==> src/rtl/conv_result_pkg.sv <==
package conv_result_pkg;

  typedef struct packed {
    logic [3:0] zero;
    logic       exc_fault;
    logic       rdy_all_n;
    logic       rdy_vt_n;
    logic       rdy_cap_n;
  } status_t;

  // First byte address of channel ch (0 = capacitive, 1 = voltage/temperature)
  function automatic int chan_base(int ch, int nbytes);
    return 1 + ch * nbytes;
  endfunction

  function automatic logic in_window(int addr, int base, int count);
    return (addr >= base) && (addr < base + count);
  endfunction

  // Merged active-low ready level
  function automatic logic merge_ready(logic cap_en, logic vt_en, logic cap_n,
                                       logic vt_n, logic both_n);
    logic r;
    case ({cap_en, vt_en})
      2'b11:   r = both_n;
      2'b10:   r = cap_n;
      2'b01:   r = vt_n;
      default: r = 1'b1;
    endcase
    return r;
  endfunction

endpackage

==> src/rtl/conv_result_chan.sv <==
module conv_result_chan
  import conv_result_pkg::*;
#(
  parameter int DATA_W = 24,
  parameter int ADDR_W = 8,
  parameter int BASE   = 1
) (
  input  logic              clk,
  input  logic              rst_n,
  input  logic              res_valid,
  input  logic [DATA_W-1:0] res_value,
  input  logic              rd_strobe,
  input  logic [ADDR_W-1:0] rd_addr,
  input  logic              bus_stop,
  output logic [DATA_W-1:0] data_q,
  output logic              flag_n,
  output logic              stored,
  output logic              cleared,
  output logic              busy
);
  localparam int NBYTES = DATA_W / 8;
  localparam int LAST   = BASE + NBYTES - 1;

  logic busy_q, last_q, hit, last_hit;

  assign hit      = rd_strobe && in_window(int'(rd_addr), BASE, NBYTES);
  assign last_hit = rd_strobe && (int'(rd_addr) == LAST);
  assign stored   = res_valid && !(busy_q || hit);
  assign cleared  = bus_stop && (last_q || last_hit);
  assign busy     = busy_q;

  always_ff @(posedge clk or negedge rst_n) begin
    if (!rst_n) begin
      busy_q <= 1'b0;
      last_q <= 1'b0;
    end else if (bus_stop) begin
      busy_q <= 1'b0;
      last_q <= 1'b0;
    end else begin
      if (hit)      busy_q <= 1'b1;
      if (last_hit) last_q <= 1'b1;
    end
  end

  always_ff @(posedge clk or negedge rst_n) begin
    if (!rst_n) begin
      data_q <= '0;
      flag_n <= 1'b1;
    end else if (stored) begin
      data_q <= res_value;
      flag_n <= 1'b0;
    end else if (cleared) begin
      flag_n <= 1'b1;
    end
  end

endmodule

==> src/rtl/conv_ready_merge.sv <==
module conv_ready_merge
  import conv_result_pkg::*;
(
  input  logic clk,
  input  logic rst_n,
  input  logic cap_en,
  input  logic vt_en,
  input  logic cap_store,
  input  logic vt_store,
  input  logic cap_clear,
  input  logic vt_clear,
  input  logic cap_flag_n,
  input  logic vt_flag_n,
  output logic rdy_n
);
  logic both, complete, got_cap, got_vt, both_n;

  assign both     = cap_en && vt_en;
  assign complete = both && (got_cap || cap_store) && (got_vt || vt_store);

  always_ff @(posedge clk or negedge rst_n) begin
    if (!rst_n) begin
      got_cap <= 1'b0;
      got_vt  <= 1'b0;
      both_n  <= 1'b1;
    end else if (!both) begin
      got_cap <= 1'b0;
      got_vt  <= 1'b0;
      both_n  <= 1'b1;
    end else if (complete) begin
      got_cap <= 1'b0;
      got_vt  <= 1'b0;
      both_n  <= 1'b0;
    end else begin
      if (cap_store) got_cap <= 1'b1;
      if (vt_store)  got_vt  <= 1'b1;
      if (cap_store || vt_store || cap_clear || vt_clear) both_n <= 1'b1;
    end
  end

  assign rdy_n = merge_ready(cap_en, vt_en, cap_flag_n, vt_flag_n, both_n);

endmodule

==> src/rtl/conv_result_regs.sv <==
module conv_result_regs
  import conv_result_pkg::*;
#(
  parameter int DATA_W = 24,
  parameter int ADDR_W = 8
) (
  input  logic              clk,
  input  logic              rst_n,
  input  logic              cap_en,
  input  logic              vt_en,
  input  logic              cap_valid,
  input  logic [DATA_W-1:0] cap_value,
  input  logic              vt_valid,
  input  logic [DATA_W-1:0] vt_value,
  input  logic              rd_strobe,
  input  logic [ADDR_W-1:0] rd_addr,
  input  logic              bus_stop,
  input  logic              exc_fault,
  output logic [DATA_W-1:0] cap_data,
  output logic [DATA_W-1:0] vt_data,
  output logic [7:0]        status_byte,
  output logic              rdy_n
);
  localparam int NCH    = 2;
  localparam int NBYTES = DATA_W / 8;

  logic [NCH-1:0]             valid_v, flag_v, stored_v, cleared_v, busy_v;
  logic [NCH-1:0][DATA_W-1:0] value_v, data_v;

  assign valid_v = {vt_valid, cap_valid};
  assign value_v = {vt_value, cap_value};

  for (genvar ch = 0; ch < NCH; ch++) begin : g_ch
    conv_result_chan #(
      .DATA_W(DATA_W),
      .ADDR_W(ADDR_W),
      .BASE  (chan_base(ch, NBYTES))
    ) u_chan (
      .clk      (clk),
      .rst_n    (rst_n),
      .res_valid(valid_v[ch]),
      .res_value(value_v[ch]),
      .rd_strobe(rd_strobe),
      .rd_addr  (rd_addr),
      .bus_stop (bus_stop),
      .data_q   (data_v[ch]),
      .flag_n   (flag_v[ch]),
      .stored   (stored_v[ch]),
      .cleared  (cleared_v[ch]),
      .busy     (busy_v[ch])
    );
  end

  // Named events for the checker
  logic cap_stored, vt_stored, cap_cleared, vt_cleared, cap_busy, vt_busy;
  logic cap_flag_n, vt_flag_n, exc_q;
  assign cap_stored  = stored_v[0];
  assign vt_stored   = stored_v[1];
  assign cap_cleared = cleared_v[0];
  assign vt_cleared  = cleared_v[1];
  assign cap_busy    = busy_v[0];
  assign vt_busy     = busy_v[1];
  assign cap_flag_n  = flag_v[0];
  assign vt_flag_n   = flag_v[1];

  conv_ready_merge u_merge (
    .clk       (clk),
    .rst_n     (rst_n),
    .cap_en    (cap_en),
    .vt_en     (vt_en),
    .cap_store (cap_stored),
    .vt_store  (vt_stored),
    .cap_clear (cap_cleared),
    .vt_clear  (vt_cleared),
    .cap_flag_n(cap_flag_n),
    .vt_flag_n (vt_flag_n),
    .rdy_n     (rdy_n)
  );

  always_ff @(posedge clk or negedge rst_n) begin
    if (!rst_n) exc_q <= 1'b0;
    else        exc_q <= exc_fault;
  end

  status_t st;
  always_comb begin
    st.zero      = '0;
    st.exc_fault = exc_q;
    st.rdy_all_n = rdy_n;
    st.rdy_vt_n  = vt_flag_n;
    st.rdy_cap_n = cap_flag_n;
  end

  assign status_byte = st;
  assign cap_data    = data_v[0];
  assign vt_data     = data_v[1];

endmodule

==> config.mk <==
export PLATFORM = sky130hd
export DESIGN_NAME = conv_result_regs
export DESIGN_NICKNAME = d
export VERILOG_FILES = /design/src/rtl/conv_result_pkg.sv /design/src/rtl/conv_result_chan.sv /design/src/rtl/conv_ready_merge.sv /design/src/rtl/conv_result_regs.sv
export SDC_FILE = /design/constraint.sdc
export NUM_CORES = 1
export LEC_CHECK = 0
export BUFFER_PORTS_ARGS = -buffer_cell sky130_fd_sc_hd__buf_2
export CAP_MARGIN = 20
export CORE_ASPECT_RATIO = 1.5
export CORE_MARGIN = 4
export CORE_UTILIZATION = 40
export DETAILED_ROUTE_END_ITERATION = 10
export PLACE_DENSITY_LB_ADDON = 0.12
export SYNTH_ARGS = -nofsm -noshare
export SYNTH_HDL_FRONTEND = slang
export SYNTH_SLANG_ARGS = --single-unit
export TNS_END_PERCENT = 1
==> constraint.sdc <==
create_clock -name clk -period 1.72 [get_ports clk]
set_clock_uncertainty 0.15 [all_clocks]
set_input_delay 0.086 -clock clk [delete_from_list [all_inputs] [get_ports clk]]
set_output_delay 0.086 -clock clk [all_outputs]
set_load 0.02 [all_outputs]
### Yosys cells after proc, flatten, opt, wreduce, memory -nomap -nowiden

Cells that the tools add are included.

| storage, ports and cells | value |
|---|---|
| memories | 0 |
| memory bits (writable) | 0 |
| flip-flop bits (word level) | 58 |
| memory bits (read-only) | 0 |
| word-level logic and storage cells | 76 |
| input bits | 65 |
| output and inout port bits | 57 |
| bits in latches | 0 |

| cells by class | value |
|---|---|
| equality and inequality tests | 8 |
| add/subtract/negate cells | 0 |
| div/mod/pow operators | 0 |
| multiply operators | 0 |
| reduce and logical (&&, ||, !) cells | 30 |
| multiplexer cells | 22 |
| bitwise operators | 0 |
| magnitude comparators | 4 |
| shift operators | 0 |

Operators by type and width:

| operator | number |
|---|---|
| 1-bit two-way mux | 21 |
| 8-bit by 3-bit less-than comparator with 1-bit output (second input constant) | 2 |
| 1-bit logical AND | 13 |
| 2-bit nonzero test | 6 |
| 1-bit logical OR | 9 |
| 8-bit by 3-bit equality test with 1-bit output (second input constant) | 1 |
| 8-bit by 4-bit equality test with 1-bit output (second input constant) | 1 |
| 8-bit by 1-bit greater-or-equal comparator with 1-bit output (second input constant) | 1 |
| 8-bit by 3-bit greater-or-equal comparator with 1-bit output (second input constant) | 1 |
| 3-bit by 2-bit != test with 1-bit output (second input constant) | 2 |
| 2-bit equality test (second input constant) | 2 |
| 3-bit != test (second input constant) | 1 |
| 1-bit case mux with 3 select lines | 1 |
| 2-bit by 1-bit equality test with 1-bit output (second input constant) | 1 |
| 1-bit logical NOT | 2 |

### Longest topological paths before layout

| depth | value |
|---|---|
| depth in word-level cells | 12 |
| depth in mapped cells | 6 |
| depth with buffers taken out | 4 |

### By module

Synthesis repeated with hierarchy kept, for this count alone.

| second synthesis, totals | value |
|---|---|
| cell total of the unflattened synthesis | 163 |
| area total of the unflattened synthesis | 2578.7 µm² |

By module, submodules not included:

| module | area an instance (µm²) | cells an instance | times used | sequential area each (µm²) |
|---|---|---|---|---|
| conv_result_chan (g_ch[0].u_chan) | 1178.6 | 70 | 1 | 676.9 |
| conv_result_chan (g_ch[1].u_chan) | 1168.6 | 70 | 1 | 676.9 |
| conv_ready_merge | 142.6 | 13 | 1 | 76.3 |
| conv_result_regs | 88.8 | 10 | 1 | 25.0 |

### Worst setup path before layout

Ideal clock, no wire load.

| timing | value |
|---|---|
| path kind | input to register |
| start | in rd_addr[1] |
| end | reg g_ch[0].u_chan.data_q[0] |
| data required time | 1445 ps |
| arrival | 1360 ps |
| setup slack | 85 ps |
| library setup time | 125 ps |
| buffers on the path | 2 |
| stages | 5 |
| cells stage by stage | or2_2 -> a311oi_1 -> buf_4 -> buf_6 -> mux2_2 |

| on the way | value |
|---|---|
| cells in the longest elaborated chain, start to end | 6 |
| elaborated cells between the ends (all ways) | 7 |
| classes of those cells | order compare (2); reduce/logical (5) |

RTL lines:

| item | RTL line | RTL |
|---|---|---|
| from (decl) | conv_result_regs.sv:16 | `input logic [ADDR_W-1:0] rd_addr,` |
| 8-bit by 1-bit greater-or-equal comparator with 1-bit output / 8-bit by 3-bit less-than comparator with 1-bit output (equally long branches) | conv_result_pkg.sv:17 | `return (addr >= base) && (addr < base + count);` |
| 1-bit logical AND (*) | conv_result_pkg.sv:17 |  |
| 1-bit logical AND (*) | conv_result_chan.sv:26 | `assign hit = rd_strobe && in_window(int'(rd_addr), BASE, NBYTES);` |
| 1-bit logical OR (*) | conv_result_chan.sv:28 | `assign stored = res_valid && !(busy_q \|\| hit);` |
| 1-bit logical NOT (*) | conv_result_chan.sv:28 |  |
| 1-bit logical AND (*) | conv_result_chan.sv:28 |  |
| to (signal assigned) | conv_result_chan.sv:50 | `data_q <= res_value;` |
| to (decl) | conv_result_chan.sv:15 | `output logic [DATA_W-1:0] data_q,` |

Every way passes the cells marked *; elsewhere a longest branch is shown, timed or not.
A chain may end at the register's enable or synchronous reset.

### Worst setup path in the final report

| timing | value |
|---|---|
| start | reg g_ch[0].u_chan.last_q |
| end | reg u_merge.both_n |

| on the way | value |
|---|---|
| cells in the longest elaborated chain, start to end | 5 |

RTL lines:

| item | RTL line | RTL |
|---|---|---|
| from (decl) | conv_result_chan.sv:24 | `logic busy_q, last_q, hit, last_hit;` |
| from (signal assigned) | conv_result_chan.sv:35 | `last_q <= 1'b0;` |
| from (signal assigned) | conv_result_chan.sv:38 | `last_q <= 1'b0;` |
| from (signal assigned) | conv_result_chan.sv:41 | `if (last_hit) last_q <= 1'b1;` |
| 1-bit logical OR | conv_result_chan.sv:29 | `assign cleared = bus_stop && (last_q \|\| last_hit);` |
| 1-bit logical AND | conv_result_chan.sv:29 |  |
| 1-bit logical OR (2 in a row) | conv_ready_merge.sv:37 | `if (cap_store \|\| vt_store \|\| cap_clear \|\| vt_clear) both_n <= 1'b1;` |
| 3-bit != test (no source line) | n/a |  |
| to (signal assigned) | conv_ready_merge.sv:29 | `both_n <= 1'b1;` |
| to (signal assigned) | conv_ready_merge.sv:33 | `both_n <= 1'b0;` |
| to (signal assigned) | conv_ready_merge.sv:37 |  |
| to (decl) | conv_ready_merge.sv:16 | `logic both, complete, got_cap, got_vt, both_n;` |

Every way passes these cells.

==> metrics.md <==
| Metric | Value |
|---|---|
| Post-Syn Area | ~2400 sq um |
| Core ar. | 5790 sq um |
| Register area share after synthesis | 61.4% |
| Sink Count | just under 60 |
| CTS tree | yes |
| # rows | 34 |
| Leak pwr | 1.88 nW |
| Largest net degree at the start of global routing | 43 |
| DP HPWL | slightly above 4 mm |
| Routed len/inst | around 15 um |
| Min-Delay Path Depth | 4 |
| Largest family of logic cells by synthesized area | multiplexers |
| Vias per inst | around 4.8 |
| Top cell type's share of synthesized area | 58.0% |
| Asr flop ratio synth | between 90% and 100% |
| Initial antenna violation count | 0 |
| Initial Util | 41.0% |
| Fmax | 599 MHz |
| Setup_tns | 0 ps |
| Place WS | -128 ps |
| GRT Overall Usage | between 10% and 20% |
| HP Start | cap_valid |
| CP startpoint kind | flop |
| Clk Latency, worst-skew pair | 320 ps |
| Fin. Hold Viols | 0 |
| DRC errors left | 0 |
| RSZ-0062 raised after global routing | yes |
| Worst path required time | between 1500 and 2000 ps |
| Syn_area_per_cell | between 10 and 15 sq um |
| Placed insts | between 300 and 400 |
| Period utilization | 97.0% |
| EDFF count, synth | 0 |
| Mux contribution to synthesized area | 23.2% |
| Critical Path, Cell by Cell | and2_1 > a311o_1 > or4b_1 > a21o_1 |
| Synth Area in XOR/XNOR | 0% |
| Layout cells sized above 1 | between 50% and 60% |
| Status | finished clean |
| CP Data Arrival Time | ~1800 ps |
| CP max stage delay | 470 ps |
| Gp weighted congestion | between 0.7 and 0.8 |
| Final wirelength | approximately 6.4 mm |
| Post-Synth Simple-Gate Area | under 10% |
| Global route total overflow | 0 |
| First-pass GRT wire length | around 10 mm |
| CP delay by family, top | simple AND/OR/NAND/NOR gates |
| Number of global-route vias before repair | 2211 |
| Routed Antenna Nets | 0 |
| # fillers | 470 |
| Worst Hold Endpoint | g_ch[0].u_chan.flag_n |
| Worst r2r path cells | 4 |
| Final min period | roughly 1700 ps |
| DR vias | between 2000 and 2500 |
| Synth Flop Type | dfrtp_1 |
| Hold/Removal Path Class | input pin to flop |
| Crit path kind | flop to flop |
| Die Wd | ~71 um |
| Critical Path End Type | flop |
| Register bit count reported by yosys | 58 |
| Compound-Gate Fraction of Synth Area | under 10% |
| Area growth syn-to-layout | 62.6% |
| RR Startpoint | g_ch[0].u_chan.last_q |
| WP buf/inv | 0 |
| First DRT Iteration DRCs | 78 |
| Fin. max-slew vios | 0 |
| Reg2reg end | u_merge.both_n |
| I/O pin count | approximately 120 |
| Die height | about 100 um |
| Synth warn | 0 |
| Library cells used by synthesis | 29 |
| Reg clk slew, reported paths | roughly 60 ps |
| Post-synthesis cell count | between 150 and 200 |
| Total CTS buffers | 9 |
| Nets | between 400 and 500 |
| Clock Path Buffers | 2 |
| Count of buffers from port buffering | 117 |
| Post-synth top cells | dfrtp_1 (55), mux2_2 (48), buf_4 (9) |
| Die ar. | between 7000 and 8000 sq um |
| Final setup fails | 0 |
| Min Hold Slack | about 19 ps |
| Synth area leaders | dfrtp_1 (58%), mux2_2 (23%), dfstp_2 (3.3%), buf_4 (2.8%), buf_6 (1.9%) |
| Worst reg-to-reg setup slack | between 50 and 60 ps |
| Root buffer cell | clkbuf_8 |
| Pwr dens | about 910 nW/um^2 |
| Worst-path fanout max | 2 |
| MaxCap Viol Count | 0 |
| Count leader, synth | dfrtp_1 |
| Dominant cell type by area after synthesis | dfrtp_1 |
| Slowest-stage cell, CP | or4b_1 |
| Initial DRT Pass Iterations | 4 |
| Finished Layout Cells | roughly 420 |
| Ant. Diodes | 0 |
| H-tree level count | 3 |
| Post-Synth Adder-Cell Area | 0% |
| Max VDD drop | ~740 uV |
| Setup ws final | about 52 ps |
| Pwr Total | approximately 3.5 mW |
==> stage by stage <==
stage | instance area (sq um) | util [%]
floorplan | 2380 | -
global placement | 3090 | 53.5
detailed placement | 3090 | 53.5
CTS | 3840 | 66.4
global route | 3850 | 66.6
finish | 3850 | 66.6
==> layer usage <==
metal,track usage [%],wire length [um]
met4,11.4,272
met5,0,0
met3,5.61,461
met1,18.6,2220
met2,32.9,3440
==> worst max path at each step <==
stage                               start                       end  slack [ps]  cells past startpoint
floorplan                      rd_addr[1]  g_ch[0].u_chan.data_q[0]          80                      5
detailed placement             rd_addr[1]  g_ch[0].u_chan.data_q[3]        -130                      5
finish              g_ch[0].u_chan.last_q            u_merge.both_n          50                      4
global route        g_ch[0].u_chan.last_q            u_merge.both_n         -40                      4
global placement               rd_addr[1]  g_ch[0].u_chan.data_q[3]        -100                      5
CTS                 g_ch[0].u_chan.last_q            u_merge.both_n          60                      4
==> flip-flops by register name, summed over array words and instances, names as in the netlist <==
signal,count
g_ch.u_chan.data_q,48
u_merge.both_n,1
g_ch.u_chan.flag_n,2
exc_q,1
u_merge.got_vt,1
u_merge.got_cap,1
g_ch.u_chan.last_q,2
g_ch.u_chan.busy,2
==> area by class of cell <==
type | instances | area (sq um) | area share (%)
sequential | 58 | 1460 | 37.7
timing repair buffer | 186 | 1270 | 33.0
multi-input combinational | 87 | 830 | 21.5
clock buffer | 14 | 163 | 4.22
tap | 72 | 90.1 | 2.34
clock inverter | 2 | 35.0 | 0.909
inverter | 3 | 11.3 | 0.292
==> power by group <==
group	leakage (nW)	internal, mW	switching [mW]
logic	1.09	0.354	0.368
registers	0.687	1.49	0.0611
clock network	0.101	0.748	0.496
total	1.88	2.59	0.925
==> cell usage in the layout, fill, tap and decap left out <==
master / n
o22ai_1: 1
and2_1: 2
clkbuf_1: 3
dlymetal6s4s_1: 2
nor3b_1: 2
nor2b_1: 2
nand2_1: 2
a41oi_1: 1
a31oi_1: 3
nor4_1: 2
or4b_1: 1
a21oi_1: 3
or2_2: 1
conb_1: 4
dfrtp_1: 55
buf_4: 12
clkbuf_8: 11
inv_1: 3
a311oi_4: 2
a21o_1: 1
a41o_1: 1
nor2_1: 6
and3_1: 1
bufinv_16: 1
clkinv_2: 1
buf_2: 117
a311o_1: 1
and3b_1: 1
mux2_2: 48
mux2i_1: 1
dfstp_2: 3
dlygate4sd3_1: 53
nor4_4: 1
buf_12: 2
==> cell families after synthesis <==
group / after synthesis
AOI/OAI and AO/OA: 13
other: 1
muxes: 49
DFF: 58
buffers and inverters: 18
and+or+nand+nor: 21
==> worst register-to-register path: stages, from the launching register on <==
cell and delay [ps]:
dfrtp_1 380, and2_1 140, a311o_1 300, or4b_1 470
a21o_1 170
==> repair_timing <==
item | in CTS | in global routing
setup endpoints to repair | 0 | 1
gates resized for setup | 0 | 2
endpoints found under the hold margin | 115 | 0
setup buffers | 0 | 1
hold buffers | 55 | 0
Power figures use the tool's default switching activity.
